--- config.mk ---
export PLATFORM = sky130hd
export DESIGN_NAME = prio_field_intc
export DESIGN_NICKNAME = d
export VERILOG_FILES = /design/src/rtl/prio_intc_pkg.sv /design/src/rtl/prio_intc_regs.sv /design/src/rtl/prio_intc_enable.sv /design/src/rtl/prio_intc_arbiter.sv /design/src/rtl/prio_field_intc.sv
export SDC_FILE = /design/constraint.sdc
export NUM_CORES = 1
export LEC_CHECK = 0
export ABC_CLOCK_PERIOD_IN_PS = 15200
export BUFFER_PORTS_ARGS = -buffer_cell sky130_fd_sc_hd__buf_4
export CAP_MARGIN = 20
export CORE_MARGIN = 2
export CORE_UTILIZATION = 45
export DETAILED_ROUTE_END_ITERATION = 10
export PLACE_DENSITY_LB_ADDON = 0.25
export SYNTH_ARGS = -nofsm -noshare
export SYNTH_HDL_FRONTEND = slang
export SYNTH_HIERARCHICAL = 1
export SYNTH_SLANG_ARGS = --single-unit
--- constraint.sdc ---
create_clock -name clk -period 15.2 [get_ports clk]
set_input_delay 0.76 -clock clk [delete_from_list [all_inputs] [get_ports clk]]
set_output_delay 0.76 -clock clk [all_outputs]
set_load 0.03 [all_outputs]
--- src/rtl/prio_intc_pkg.sv ---
package prio_intc_pkg;
  localparam int NUM_SRC    = 12;
  localparam int FIELD_W    = 4;
  localparam int NUM_FIELDS = 16;
  localparam int ADDR_W     = 5;
  localparam int DATA_W     = 32;
  localparam int HALF_W     = 16;
  localparam int VEC_W      = 12;
  localparam int VEC_BASE   = 'h400;
  localparam int VEC_STEP   = 'h20;

  localparam logic [ADDR_W-1:0] ADR_PRIO_A = 5'h00;
  localparam logic [ADDR_W-1:0] ADR_PRIO_B = 5'h04;
  localparam logic [ADDR_W-1:0] ADR_PRIO_W = 5'h08;
  localparam logic [ADDR_W-1:0] ADR_MSET   = 5'h0C;
  localparam logic [ADDR_W-1:0] ADR_MCLR   = 5'h10;

  // Flat field index: 0..3 register A (MSB nibble first), 4..7 register B,
  // 8..15 wide register.
  function automatic int src_field(int s);
    case (s)
      0: return 0;
      1: return 1;
      2, 3: return 2;
      4, 5, 6, 7: return 3;
      8: return 4;
      9: return 5;
      10: return 6;
      default: return 8;
    endcase
  endfunction

  // Mask bit gating a source, -1 when the source has no mask control.
  function automatic int src_mask_bit(int s);
    case (s)
      10: return 31;
      11: return 30;
      default: return -1;
    endcase
  endfunction

  function automatic logic [VEC_W-1:0] src_vector(int s);
    return VEC_W'(VEC_BASE + s * VEC_STEP);
  endfunction
endpackage

--- src/rtl/prio_intc_regs.sv ---
module prio_intc_regs
  import prio_intc_pkg::*;
(
  input  logic                          clk,
  input  logic                          rst,
  input  logic [ADDR_W-1:0]             bus_addr,
  input  logic                          bus_wr,
  input  logic                          bus_rd,
  input  logic [DATA_W-1:0]             bus_wdata,
  output logic [DATA_W-1:0]             bus_rdata,
  output logic [NUM_FIELDS*FIELD_W-1:0] fields,
  output logic [DATA_W-1:0]             mask
);
  localparam int A_FIELDS = HALF_W / FIELD_W;
  localparam int W_FIELDS = DATA_W / FIELD_W;

  logic [HALF_W-1:0] prio_a_q, prio_b_q;
  logic [DATA_W-1:0] prio_w_q, mask_q;
  logic              hit;

  always_comb begin
    hit = (bus_addr == ADR_PRIO_A) || (bus_addr == ADR_PRIO_B) ||
          (bus_addr == ADR_PRIO_W) || (bus_addr == ADR_MSET) ||
          (bus_addr == ADR_MCLR);
  end

  always_ff @(posedge clk) begin
    if (rst) begin
      prio_a_q <= '0;
      prio_b_q <= '0;
      prio_w_q <= '0;
      mask_q   <= '0;
    end else if (bus_wr) begin
      case (bus_addr)
        ADR_PRIO_A: prio_a_q <= bus_wdata[HALF_W-1:0];
        ADR_PRIO_B: prio_b_q <= bus_wdata[HALF_W-1:0];
        ADR_PRIO_W: prio_w_q <= bus_wdata;
        ADR_MSET:   mask_q   <= mask_q | bus_wdata;
        ADR_MCLR:   mask_q   <= mask_q & ~bus_wdata;
        default: ;
      endcase
    end
  end

  always_ff @(posedge clk) begin
    if (rst) begin
      bus_rdata <= '0;
    end else if (bus_rd) begin
      case (bus_addr)
        ADR_PRIO_A: bus_rdata <= {{(DATA_W-HALF_W){1'b0}}, prio_a_q};
        ADR_PRIO_B: bus_rdata <= {{(DATA_W-HALF_W){1'b0}}, prio_b_q};
        ADR_PRIO_W: bus_rdata <= prio_w_q;
        ADR_MSET, ADR_MCLR: bus_rdata <= mask_q;
        default:    bus_rdata <= '0;
      endcase
    end
  end

  always_comb begin
    for (int k = 0; k < A_FIELDS; k++) begin
      fields[k*FIELD_W +: FIELD_W]              = prio_a_q[(A_FIELDS-1-k)*FIELD_W +: FIELD_W];
      fields[(A_FIELDS+k)*FIELD_W +: FIELD_W]   = prio_b_q[(A_FIELDS-1-k)*FIELD_W +: FIELD_W];
    end
    for (int k = 0; k < W_FIELDS; k++) begin
      fields[(2*A_FIELDS+k)*FIELD_W +: FIELD_W] = prio_w_q[(W_FIELDS-1-k)*FIELD_W +: FIELD_W];
    end
  end

  assign mask = mask_q;

  assert_mask_set_R4: assert property (@(posedge clk) disable iff (rst)
    (bus_wr && bus_addr == ADR_MSET) |=> mask_q == ($past(mask_q) | $past(bus_wdata)));
  assert_mask_clr_R4: assert property (@(posedge clk) disable iff (rst)
    (bus_wr && bus_addr == ADR_MCLR) |=> mask_q == ($past(mask_q) & ~$past(bus_wdata)));
  assert_unmapped_wr_R10: assert property (@(posedge clk) disable iff (rst)
    (bus_wr && !hit) |=> ($stable(prio_a_q) && $stable(prio_b_q) &&
                          $stable(prio_w_q) && $stable(mask_q)));
  assert_unmapped_rd_R10: assert property (@(posedge clk) disable iff (rst)
    (bus_rd && !hit) |=> bus_rdata == '0);
endmodule

--- src/rtl/prio_intc_enable.sv ---
module prio_intc_enable
  import prio_intc_pkg::*;
(
  input  logic [NUM_FIELDS*FIELD_W-1:0] fields,
  input  logic [DATA_W-1:0]             mask,
  output logic [NUM_SRC-1:0]            src_en,
  output logic [NUM_SRC*FIELD_W-1:0]    src_lvl
);
  for (genvar s = 0; s < NUM_SRC; s++) begin : g_src
    localparam int FIDX = src_field(s);
    localparam int MBIT = src_mask_bit(s);
    logic [FIELD_W-1:0] fld;
    logic [1:0]         on_cnt, need_cnt;

    assign fld = fields[FIDX*FIELD_W +: FIELD_W];
    assign src_lvl[s*FIELD_W +: FIELD_W] = fld;

    if (MBIT >= 0) begin : g_masked
      assign on_cnt   = 2'(fld != '0) + 2'(mask[MBIT]);
      assign need_cnt = 2'd2;
    end else begin : g_plain
      assign on_cnt   = 2'(fld != '0);
      assign need_cnt = 2'd1;
    end

    assign src_en[s] = (on_cnt == need_cnt);
  end
endmodule

--- src/rtl/prio_intc_arbiter.sv ---
module prio_intc_arbiter
  import prio_intc_pkg::*;
(
  input  logic                       clk,
  input  logic                       rst,
  input  logic [NUM_SRC-1:0]         irq_req,
  input  logic [NUM_SRC-1:0]         src_en,
  input  logic [NUM_SRC*FIELD_W-1:0] src_lvl,
  output logic                       irq_valid,
  output logic [FIELD_W-1:0]         irq_level,
  output logic [VEC_W-1:0]           irq_vector
);
  logic               win_v;
  logic [FIELD_W-1:0] win_l;
  logic [VEC_W-1:0]   win_vec;

  always_comb begin
    win_v   = 1'b0;
    win_l   = '0;
    win_vec = '0;
    for (int s = 0; s < NUM_SRC; s++) begin
      if (irq_req[s] && src_en[s] && src_lvl[s*FIELD_W +: FIELD_W] > win_l) begin
        win_v   = 1'b1;
        win_l   = src_lvl[s*FIELD_W +: FIELD_W];
        win_vec = src_vector(s);
      end
    end
  end

  always_ff @(posedge clk) begin
    if (rst) begin
      irq_valid  <= 1'b0;
      irq_level  <= '0;
      irq_vector <= '0;
    end else begin
      irq_valid  <= win_v;
      irq_level  <= win_l;
      irq_vector <= win_vec;
    end
  end

  assert_reset_idle_R1: assert property (@(posedge clk) disable iff (rst)
    $past(rst) |-> !irq_valid);
  assert_level_nonzero_R8: assert property (@(posedge clk) disable iff (rst)
    irq_valid |-> irq_level != '0);
  assert_vec_grid_R7: assert property (@(posedge clk) disable iff (rst)
    irq_valid |-> (irq_vector[4:0] == 5'd0 && irq_vector >= VEC_W'(VEC_BASE)));
  assert_valid_cause_R9: assert property (@(posedge clk) disable iff (rst)
    irq_valid |-> $past(|(irq_req & src_en)));
endmodule

--- src/rtl/prio_field_intc.sv ---
module prio_field_intc
  import prio_intc_pkg::*;
(
  input  logic                 clk,
  input  logic                 rst,
  input  logic [ADDR_W-1:0]    bus_addr,
  input  logic                 bus_wr,
  input  logic                 bus_rd,
  input  logic [DATA_W-1:0]    bus_wdata,
  output logic [DATA_W-1:0]    bus_rdata,
  input  logic [NUM_SRC-1:0]   irq_req,
  output logic                 irq_valid,
  output logic [FIELD_W-1:0]   irq_level,
  output logic [VEC_W-1:0]     irq_vector
);
  logic [NUM_FIELDS*FIELD_W-1:0] fields;
  logic [DATA_W-1:0]             mask;
  logic [NUM_SRC-1:0]            src_en;
  logic [NUM_SRC*FIELD_W-1:0]    src_lvl;

  prio_intc_regs u_regs (
    .clk(clk), .rst(rst), .bus_addr(bus_addr), .bus_wr(bus_wr), .bus_rd(bus_rd),
    .bus_wdata(bus_wdata), .bus_rdata(bus_rdata), .fields(fields), .mask(mask)
  );

  prio_intc_enable u_enable (
    .fields(fields), .mask(mask), .src_en(src_en), .src_lvl(src_lvl)
  );

  prio_intc_arbiter u_arb (
    .clk(clk), .rst(rst), .irq_req(irq_req), .src_en(src_en), .src_lvl(src_lvl),
    .irq_valid(irq_valid), .irq_level(irq_level), .irq_vector(irq_vector)
  );
endmodule

# Word-level counts from Yosys, hierarchy flattened
# Index checks and enable logic that the tools add are counted.
# totals
reg_bits,145
# classes
n_eq_ne,6
magnitude_cmp,12
add_sub_neg,2
n_mux,38
reduce_logical,41
bitwise,3
# ops
operator,n
two-way mux 11 bit,12
case mux 32 bit (4 select lines),1
case mux 32 bit (2 select lines),1
two-way mux 4 bit,12
greater-than comparator 4 bit,11
AND 32 bit,1
NOT 32 bit,1
OR 32 bit,1
nonzero test 4 bit,8
logical AND 1 bit,24
two-way mux 1 bit,12
OR reduction 12 bit,1
"== test 5 x 4 -> 1 bit, second input constant",2
AND reduction 2 bit,4
"== test 5 x 3 -> 1 bit, second input constant",1
"== test 5 bit, second input constant",1
logical NOT 5 bit,1
OR reduction 5 bit,1
adder 1 x 1 -> 2 bit,2
"== test 2 bit, second input constant",2
"greater-than comparator 4 x 1 -> 1 bit, second input constant",1
nonzero test 2 bit,1
OR reduction 2 bit,1

# Depth between registers and ports, before layout
# Gate-level depths: netlist of the first run.
# logic_depth
ltp_word,37
depth_mapped,96

# Cells and area by module
# Netlist of the first run, hierarchy kept.
# by_module_without_submodules
mod,instances,cells_each,area_each_um2,seq_area_each_um2
prio_intc_regs,1,670,5765.5,2562.5
prio_intc_arbiter,1,373,2738.9,180.2
prio_intc_enable,1,60,457.9,0.0

# Least setup slack after synthesis of the first run
# OpenSTA, ideal clock, no wires.
# synth_path
kind,register -> register
start,reg u_regs.prio_a_q[13]
end,reg u_arb.irq_level[0]
arrival_ps,15767
stages_incl_launch_ff,80
setup_time_ps,95
path_buffers,2
required_time_ps,15105
setup_slack_ps,-662
cell_sequence,dfxtp_1 or4_1 nand3_1 ha_1 nor2b_1 o211ai_1 a21oi_1 o21ai_0 inv_1 ha_1 nor2b_1 o31ai_1 nand2b_1 nand4_1 and2_4 mux2_2 inv_1 ha_1 (+44 left out) buf_2 mux2_1 inv_1 ha_1 and3_1 nand2_1 a21oi_1 a211o_1 o31ai_1 and2_1 ha_1 o21a_1 o21a_1 o2111ai_1 clkbuf_1 nor3b_1 nand4_1 o311ai_1
# synth_via
elab_chain_cells,37
word_cells_on_any_way,38
# synth_lines
element,line,source
from (decl),prio_intc_regs.sv:17,"logic [HALF_W-1:0] prio_a_q, prio_b_q;"
from (signal assigned),prio_intc_regs.sv:35,ADR_PRIO_A: prio_a_q <= bus_wdata[HALF_W-1:0];
nonzero test 4 bit (*),prio_intc_enable.sv:22,assign on_cnt = 2'(fld != '0);
net src_en[0],prio_field_intc.sv:18,logic [NUM_SRC-1:0] src_en;
logical AND 1 bit (*) (2 in a row),prio_intc_arbiter.sv:22,if (irq_req[s] && src_en[s] && src_lvl[s*FIELD_W +: FIELD_W] > win_l) begin
two-way mux 4 bit (*),prio_intc_arbiter.sv:22,
greater-than comparator 4 bit,prio_intc_arbiter.sv:22,
logical AND 1 bit,prio_intc_arbiter.sv:22,
two-way mux 4 bit (*),prio_intc_arbiter.sv:22,
greater-than comparator 4 bit,prio_intc_arbiter.sv:22,
(+21 left out),--,
logical AND 1 bit,prio_intc_arbiter.sv:22,
two-way mux 4 bit (*),prio_intc_arbiter.sv:22,
greater-than comparator 4 bit,prio_intc_arbiter.sv:22,
logical AND 1 bit,prio_intc_arbiter.sv:22,
two-way mux 4 bit (*),prio_intc_arbiter.sv:22,
greater-than comparator 4 bit,prio_intc_arbiter.sv:22,
logical AND 1 bit,prio_intc_arbiter.sv:22,
two-way mux 4 bit (*),prio_intc_arbiter.sv:22,
to (signal assigned),prio_intc_arbiter.sv:37,irq_level <= win_l;
to (decl),prio_intc_arbiter.sv:10,"output logic [FIELD_W-1:0] irq_level,"
# The timed path passes the listed nets; every way through them passes the cells marked *.
# A chain may end at the register's enable or synchronous reset.

# Final worst setup path of the first run
# layout_path
start,reg u_regs.prio_a_q[14]
end,reg u_arb.irq_level[3]
# The elaborated chain is that of the path after synthesis.

==> results of run 1 <==
[per-layer routing]
layer	share of wire	wire length (microns)	vias to the layer above	global-route usage
li1	-	-	4386	-
met2	0.49	14400	371	0.443
met4	0.022	641	0	0.0843
met5	0	0	-	0
met3	0.061	1800	61	0.0469
met1	0.43	12800	4520	0.336
[timing repair]
action	4_1_cts	5_1_grt
pin swaps	41	67
resized for setup	58	74
cloned	1	0
setup endpoints to repair	9	9
endpoints found under the hold margin	0	0
setup buffers	33	23
[power breakdown]
| group | leakage [uW] | switching (uW) | internal, uW | total (uW) |
|---|---|---|---|---|
| sequential | 0.00110 | 2.29 | 361 | 363 |
| clock | 0.000296 | 162 | 266 | 428 |
| combinational | 0.00298 | 48.9 | 25.3 | 74.1 |
| total | 0.00438 | 214 | 652 | 866 |
[cell families (layout without fill, tap and decap cells)]
| group | Yosys count | count (layout) |
|---|---|---|
| mux | 38 | 38 |
| compound gates | 416 | 417 |
| flops | 137 | 137 |
| other cells | 1 | 8 |
| xor+xnor | 5 | 5 |
| fa+ha+maj | 34 | 34 |
| simple gates | 259 | 259 |
| buf+inv | 213 | 358 |
[Yosys cell counts (3+ instances only)]
master / number / area, sq um
nor2b_1: 8 / 50.1
or4_1: 7 / 52.6
and2_1: 6 / 37.5
o21ai_0: 84 / 420
clkbuf_1: 61 / 229
nor3_1: 4 / 20.0
nor2_1: 28 / 105
nand4_1: 12 / 75.1
o31ai_1: 5 / 37.5
mux2_2: 28 / 315
o211a_1: 3 / 30.0
ha_1: 33 / 413
nand2_1: 60 / 225
a21o_1: 6 / 45.0
o21a_1: 7 / 52.6
nand2b_1: 7 / 43.8
or2_2: 3 / 18.8
inv_1: 70 / 263
and4_1: 3 / 26.3
a32oi_1: 32 / 280
nand3_1: 92 / 460
dfxtp_1: 137 / 2740
buf_2: 12 / 60.1
and3_1: 8 / 50.1
xnor2_1: 3 / 26.3
buf_1: 7 / 26.3
mux2i_1: 6 / 60.1
a22oi_1: 16 / 120
o21bai_1: 33 / 248
a211oi_1: 4 / 30.0
a211o_1: 3 / 26.3
a221oi_1: 48 / 420
a21oi_1: 84 / 420
a31oi_1: 9 / 56.3
a211oi_2: 3 / 37.5
o211ai_1: 39 / 293
buf_4: 60 / 450
[stage by stage]
stage,instances,power [uW],setup TNS [ns]
2_1_floorplan,1109,411,0
3_3_place_gp,1431,439,-1.73
3_5_place_dp,1432,440,-5.48
4_1_cts,1498,864,0
5_1_grt,1520,889,-10.19
6_report,1521,866,-4.14
[tightest hold or removal path: stages (launching register included)]
cell and delay, ns:
dfxtp_1 0.32, nand2_1 0.06, a32oi_1 0.04
[layout make-up]
class	instances	area, sq um
diodes	1	2.50
clock buffers	20	457
clock inverters	12	148
fillers	1717	7610
inverters	72	280
multi-input cells	760	6020
flip-flops and latches	137	2750
well taps	265	332
repair buffers	254	1930
[path summary, 6_finish.rpt]
kind,to,slack (ns),depth (start not counted)
worst max-delay path,u_arb/irq_level[3]$_SDFF_PP0_,-0.61,90
worst min-delay path,u_regs/bus_rdata[11]$_SDFFE_PP0P_,0.47,2
worst max register to register,u_arb/irq_level[3]$_SDFF_PP0_,-0.61,90
worst min register to register,u_regs/bus_rdata[11]$_SDFFE_PP0P_,0.47,2
==> run summary, run 1 <==
status -> finished with violations
failing checks -> negative setup slack
Worst Setup SP -> u_regs/prio_a_q[14]$_SDFFE_PP0P_
asr flop ratio synth -> 0
xor/xnor cell area share of the yosys netlist -> 0.00489
worst-skew pair later-pin latency -> 0.43 ns
Largest delay share family, worst path -> compound AO/OA/AOI/OAI gates
H-tree Lvls -> 4
syn avg cell area -> 8.13 sq um
most frequent cells in the layout -> 247 x buf_4, 135 x dfxtp_1, 86 x nand3_1, 75 x o21ai_0, 74 x a21oi_1
DRT antenna net count -> 0
initial antenna violation count -> 1
CTS tree -> yes
yosys warns -> 6
IO Count -> 102
CTS Buf Count -> 17
Placed Area -> 10200 sq um
cells after synthesis -> 1103
Critical R2R Launch -> u_regs/prio_a_q[14]$_SDFFE_PP0P_
Rows -> 51
post-route setup slack -> -0.609 ns
die footprint -> 21100 sq um
delay of the slowest cell on the worst path -> 0.58 ns
CP arrival -> 16.13 ns
Post-synth EDFFs -> 0
worst-case vdd ir drop -> 0.0000767 V
final setup vio count -> 9
adder-cell share of the synthesized area -> 0.0473
Worst-path clk slew -> 0.06 ns
largest net degree at the start of global routing -> 86
hold_sp -> u_regs/bus_rdata[11]$_SDFFE_PP0P_
Clock Skews -> 0.00784 ns
Design Area, Final -> 11900 sq um
RSZ-0062 raised after global routing -> true
Die H -> 145 microns
DR WL/cell -> 19.5 microns
clk root buf -> clkbuf_16
Post-Place Worst Slack -> -0.693 ns
Seq/Total Area, Yosys -> 0.306
ys flop type -> dfxtp_1
cell mode on critical path -> ha_4
IO buf count -> 94
area share of and/or/nand/nor cells after synthesis -> 0.152
GRT overflow -> 0
Hold Crit Class -> reg2reg
first-pass GRT wire length -> 45500 microns
CP Class -> reg2reg
Unique masters post-synth -> 89
worst slew pin tran -> 1.09 ns
CP Launch Type -> flop
Hold-fix buffers, CTS -> 0
Crit. End Element -> flop
drt first pass iters -> 8
most common cell after layout, fill and taps aside -> buf_4
worst path required time -> 15.53 ns
share of layout cells above drive strength 1 -> 0.367
area of the core -> 19500 sq um
die width -> 145 microns
Max-Cap Viols -> 0
crit-path max FO -> 6
Fmax achieved -> 63.3 MHz
Worst slew margin -> 0.272
WP buf/inv -> 12
maximum root-to-sink buffer count -> 2
number of synthesized register bits -> 137
Sink Count -> 137
leakage power -> 0.00438 uW
pwr dens -> 72.7 nW/um^2
vias -> 9338
final worst-path cycle share -> 1.04
Synth Area in Compound Gates -> 0.325
Max Slew Vio Count -> 0
min Tclk post-route -> 15.81 ns
DRT iter0 DRCs -> 774
final hold violations -> 0
Layout Area Growth over Synthesis -> 32.9%
largest family of logic cells by synthesized area -> compound AO/OA/AOI/OAI gates
critical path's slowest cell -> or4_4
routability cong. -> 0.891
Hold WS -> 0.467 ns
detailed-route wire length -> 29700 microns
total track usage -> 0.261
HPWL Detailed -> 18400 microns
DRC -> 0
Synth Cell Area -> 8960 sq um
vias in the first global route -> 8843
initial core utilization -> 0.459
Via density -> 6.14
mux share of post-synthesis cell area -> 0.0477
final net count -> 1328
Layout Utilization -> 0.610
(Power assumes the default switching activity.)
==> inputs of run 2 (changes only) <==
--- a/config.mk
+++ b/config.mk
@@ -5,6 +5,7 @@
 export SDC_FILE = /design/constraint.sdc
 export NUM_CORES = 1
 export LEC_CHECK = 0
+export ABC_AREA = 1
 export ABC_CLOCK_PERIOD_IN_PS = 15200
 export BUFFER_PORTS_ARGS = -buffer_cell sky130_fd_sc_hd__buf_4
 export CAP_MARGIN = 20
==> run summary, run 2 <==
status -> finished, final reports clean
min Tclk post-route -> 12.89 ns
WP buf/inv -> 16
Fmax achieved -> 77.6 MHz
leading area contributor after synthesis -> dfxtp_1
number of synthesized register bits -> 137
vias in the first global route -> 7182
CP arrival -> 13.20 ns
Post-Place Worst Slack -> 2.14 ns
Post-synth EDFFs -> 0
total track usage -> 0.219
DRT iter0 DRCs -> 616
Crit. End Element -> flop
Clock Skews -> 0.0130 ns
final net count -> 1353
yosys warns -> 6
worst-case vdd ir drop -> 0.0000820 V
CTS tree -> yes
asr flop ratio synth -> 0
largest net degree at the start of global routing -> 90
Hold WS -> 0.445 ns
maximum root-to-sink buffer count -> 2
DRC -> 0
pwr dens -> 89.7 nW/um^2
syn avg cell area -> 6.89 sq um
die width -> 143 microns
crit-path max FO -> 11
worst slew pin tran -> 0.855 ns
IO Count -> 102
worst-skew pair later-pin latency -> 0.42 ns
Die H -> 143 microns
cells after synthesis -> 1259
most frequent cell after synthesis -> nand2_1
placed cell count -> 1508
Seq/Total Area, Yosys -> 0.316
post-route setup slack -> 2.31 ns
Setup Buffers After CTS -> 0
Rows -> 50
Hold Crit Class -> reg2reg
delay of the slowest cell on the worst path -> 0.47 ns
Worst-path clk slew -> 0.06 ns
# diodes -> 0
final worst-path cycle share -> 0.848
critical path's slowest cell -> dfxtp_1
HPWL Detailed -> 15400 microns
DRT antenna net count -> 0
Layout Area Growth over Synthesis -> 11.1%
worst path required time -> 15.51 ns
most common cell after layout, fill and taps aside -> nand2_1
GRT overflow -> 0
Worst slew margin -> 0.430
IO buf count -> 94
Via density -> 5.13
top cells by area, synth -> dfxtp_1 32%, nand2_1 9.0%, inv_1 7.3%
Hold-fix buffers, CTS -> 0
leakage power -> 0.00416 uW
cell mode on critical path -> nand2_1
final setup vio count -> 0
drt first pass iters -> 4
CP Launch Type -> flop
Synth Cell Area -> 8670 sq um
initial core utilization -> 0.460
Max Slew Vio Count -> 0
Largest delay share family, worst path -> simple AND/OR/NAND/NOR gates
Fin Setup TNS -> 0 ns
Sink Count -> 137
Multi-input gate area -> 4570 sq um
Unique masters post-synth -> 35
sequential cell area -> 2740 sq um
detailed-route wire length -> 22000 microns
Layout fillers -> 1869
die footprint -> 20400 sq um
DR WL/cell -> 14.3 microns
Post-Layout Cell Count -> 1539
vias -> 7895
H-tree Lvls -> 4
RSZ-0062 raised after global routing -> false
most frequent cells in the layout -> 208 x nand2_1, 168 x inv_1, 137 x dfxtp_1, 121 x a21oi_1, 101 x buf_4
Synth top cells by count -> 208 x nand2_1, 169 x inv_1, 137 x dfxtp_1
ys flop type -> dfxtp_1
final hold violations -> 0
top-area cell type share of the netlist area -> 0.316
CTS Buf Count -> 17
CP Class -> reg2reg
clk root buf -> clkbuf_16
initial antenna violation count -> 0
Max-Cap Viols -> 0
area of the core -> 18800 sq um
share of layout cells above drive strength 1 -> 0.174
first-pass GRT wire length -> 36000 microns
Post-CTS Resized -> 0
overall power -> 864 uW
routability cong. -> 0.905
run 2: cell types whose count changed in the layout (fill, tap and decap cells not counted), sizes merged, moves of 16 or more:
cell and delta:
o211ai -39, a32oi -31, nand3 +18, a22oi -16, mux2 -32, o22ai +16, inv +101, buf -153
nor2 +69, nand2 +190, a221oi -49, a21oi +37, nand4 +49
run 2: worst paths after layout:
path,startpoint,end,slack (ns),cells past startpoint
worst max register to register,u_regs/prio_a_q[13]$_SDFFE_PP0P_,u_arb/irq_level[1]$_SDFF_PP0_,2.31,96
worst min-delay path,u_regs/prio_w_q[12]$_SDFFE_PP0P_,u_regs/prio_w_q[12]$_SDFFE_PP0P_,0.45,2
worst min register to register,u_regs/prio_w_q[12]$_SDFFE_PP0P_,u_regs/prio_w_q[12]$_SDFFE_PP0P_,0.45,2
worst max-delay path,u_regs/prio_a_q[13]$_SDFFE_PP0P_,u_arb/irq_level[1]$_SDFF_PP0_,2.31,96
run 2: cells by family (layout without fill, tap and decap cells):
group	Yosys count	count (layout)	synth area share
AO/OA/AOI/OAI	268	268	0.168
buffers and inverters	292	306	0.159
AND/OR/NAND/NOR	528	528	0.309
other	1	7	0.000433
adder cells (fa/ha/maj)	33	33	0.0476
flip-flops	137	137	0.316
run 2: layer usage:
metal,global-route usage,vias to the layer above,share of wire
li1,-,4095,-
met1,0.303,3582,0.49
met2,0.351,189,0.45
met3,0.0355,29,0.046
met4,0.0693,0,0.019
met5,0,-,0
run 2: cell type report:
cell class	count	area share
repair buffers	101	0.0787
clock inverters	11	0.0129
multi-input cells	836	0.475
flip-flops and latches	137	0.285
clock buffers	20	0.0474
well taps	260	0.0338
inverters	174	0.0678
run 2: metrics by stage:
stage / cell area [sq um] / util
3_3_place_gp: 9050 / 0.481
6_report: 9630 / 0.512
5_1_grt: 9630 / 0.512
3_5_place_dp: 9050 / 0.481
2_1_floorplan: 8690 / -
4_1_cts: 9630 / 0.512
run 2: power by group:
group	total [uW]	switching [uW]	internal, uW
sequential	370	4.15	366
clock	407	158	249
combinational	87.6	58.6	29.1
total	864	221	644
run 2: worst reg2reg max path, delay by kind of cell, from the launching register on:
kind,cells,cell delay (ns)
compound gates,18,2.75
flops,1,0.47
buf+inv,16,0.83
simple gates,51,5.33
fa+ha+maj,11,3.42
==> inputs of run 3 (changes only) <==
--- a/config.mk
+++ b/config.mk
@@ -6,7 +6,7 @@
 export NUM_CORES = 1
 export LEC_CHECK = 0
 export ABC_AREA = 1
-export ABC_CLOCK_PERIOD_IN_PS = 15200
+export ABC_CLOCK_PERIOD_IN_PS = 11300
 export BUFFER_PORTS_ARGS = -buffer_cell sky130_fd_sc_hd__buf_4
 export CAP_MARGIN = 20
 export CORE_MARGIN = 2
==> constraint.sdc (replaced) <==
create_clock -name clk -period 11.3 [get_ports clk]
set_input_delay 0.565 -clock clk [delete_from_list [all_inputs] [get_ports clk]]
set_output_delay 0.565 -clock clk [all_outputs]
set_load 0.03 [all_outputs]
==> run summary, run 3 (same netlist as run 2, synthesis figures left out) <==
status -> finished with violations
failing checks -> negative setup slack
leakage power -> 0.00480 uW
Fmax achieved -> 87.3 MHz
die footprint -> 20400 sq um
most frequent cells in the layout -> 216 x buf_4, 188 x nand2_1, 157 x inv_1, 133 x dfxtp_1, 118 x a21oi_1
Layout fillers -> 1749
DRT antenna net count -> 0
Hold WS -> 0.411 ns
Layout Area Growth over Synthesis -> 26.7%
Hold Crit Class -> in2reg
CP arrival -> 11.79 ns
WP buf/inv -> 15
clk root buf -> clkbuf_16
worst-skew pair later-pin latency -> 0.43 ns
detailed-route wire length -> 24400 microns
IO Count -> 102
DRT iter0 DRCs -> 665
DRC -> 0
final worst-path cycle share -> 1.01
total track usage -> 0.234
Max Slew Vio Count -> 0
worst path required time -> 11.62 ns
first-pass GRT wire length -> 38400 microns
worst-case vdd ir drop -> 0.000100 V
HPWL Detailed -> 16200 microns
cell mode on critical path -> nand2_2
Worst slew margin -> 0.463
CTS tree -> yes
Power Internal -> 901 uW
area of the core -> 18800 sq um
initial core utilization -> 0.460
vias in the first global route -> 7793
IO buf count -> 94
die width -> 143 microns
CP Class -> reg2reg
largest net degree at the start of global routing -> 65
Rows -> 50
Placed Area -> 9690 sq um
Fin Setup TNS -> -1.07 ns
final net count -> 1475
min Tclk post-route -> 11.46 ns
drt first pass iters -> 6
delay of the slowest cell on the worst path -> 0.36 ns
CTS Buf Count -> 17
vias -> 8596
CP Launch Type -> flop
DR WL/cell -> 14.7 microns
post-route setup slack -> -0.161 ns
H-tree Lvls -> 4
pwr dens -> 111 nW/um^2
sequential cell area -> 2760 sq um
Max-Cap Viols -> 0
GRT overflow -> 0
critical path's slowest cell -> dfxtp_4
crit-path max FO -> 8
Design Area, Final -> 11000 sq um
sequential power share -> 0.407
Switching Fraction -> 0.263
Worst-path clk slew -> 0.06 ns
RSZ-0062 raised after global routing -> true
most common cell after layout, fill and taps aside -> buf_4
worst slew pin tran -> 0.805 ns
Sink Count -> 137
Die H -> 143 microns
P_sw -> 321 uW
final setup vio count -> 9
final hold violations -> 0
routability cong. -> 0.842
Crit. End Element -> flop
# diodes -> 0
Largest delay share family, worst path -> simple AND/OR/NAND/NOR gates
Clock Skews -> 0.0121 ns
Multi-input gate area -> 4950 sq um
share of layout cells above drive strength 1 -> 0.299
combinational power share -> 0.113
maximum root-to-sink buffer count -> 2
clock power share -> 0.480
initial antenna violation count -> 0
Via density -> 5.17
-- run 3: cell types whose count changed in the layout (fill, tap and decap cells not counted), moves of 6 or more --
cell     previous run  this run
nand2_2            32        47
nand2_4            11        17
nand2_1           208       188
inv_2               6        16
buf_4             101       216
o21ai_0            92        73
o21ai_1             2        10
ha_4                0        13
o21ai_2             0        10
inv_1             168       157
ha_1               33        18
-- run 3: layout make-up --
type	count	area share
Clock buffer	20	0.0407
Clock inverter	12	0.0149
Inverter	174	0.0597
Multi-Input combinational cell	837	0.451
Sequential cell	137	0.251
Tap cell	260	0.0296
Timing Repair Buffer	222	0.153
-- run 3: worst min-delay path: stages --
cell and delay [ns]:
buf_4 0.12, nand2_1 0.06, a21oi_1 0.05
-- run 3: path summary, 6_finish.rpt --
path / startpoint / to / slack, ns / cells past startpoint
hold reg to reg: u_regs/prio_w_q[2]$_SDFFE_PP0P_ / u_regs/prio_w_q[2]$_SDFFE_PP0P_ / 0.44 / 2
hold / removal: bus_wdata[21] / flop / 0.41 / 3
setup reg to reg: u_regs/prio_a_q[15]$_SDFFE_PP0P_ / u_arb/irq_level[1]$_SDFF_PP0_ / -0.16 / 92
setup / recovery: u_regs/prio_a_q[15]$_SDFFE_PP0P_ / u_arb/irq_level[1]$_SDFF_PP0_ / -0.16 / 92
-- run 3: power by group through the flow --
| stage | registers, uW | logic, uW | clock network, uW |
|---|---|---|---|
| after global routing | 498 | 152 | 612 |
| after CTS | 498 | 131 | 592 |
| after detailed placement | 508 | 125 | 0 |
| final | 497 | 138 | 586 |
| after floorplan | 509 | 84.2 | 0 |
| after global placement | 508 | 123 | 0 |
-- run 3: what timing repair did --
action	4_1_cts	5_1_grt
hold buffers	0	0
setup endpoints to repair	9	9
pin swaps	41	60
resized for setup	38	77
endpoints found under the hold margin	0	0
gates cloned	2	0
buffers inserted	18	17
-- run 3: per-layer routing --
metal  wire [microns]  GRT usage  part of all wire
met3             1310     0.0423             0.054
met4              359     0.0698             0.015
met1            11000      0.311              0.45
met5                0          0                 0
met2            11700      0.389              0.48
-- run 3: stage by stage --
step | std cells | power, uW | utilization | setup slack [ns]
final | 1662 | 1220 | 0.583 | -0.161
after global routing | 1662 | 1260 | 0.583 | -0.877
after CTS | 1645 | 1220 | 0.560 | -0.00156
after detailed placement | 1593 | 633 | 0.515 | -0.576
after global placement | 1593 | 631 | 0.515 | -0.215
after floorplan | 1265 | 593 | - | 0.144
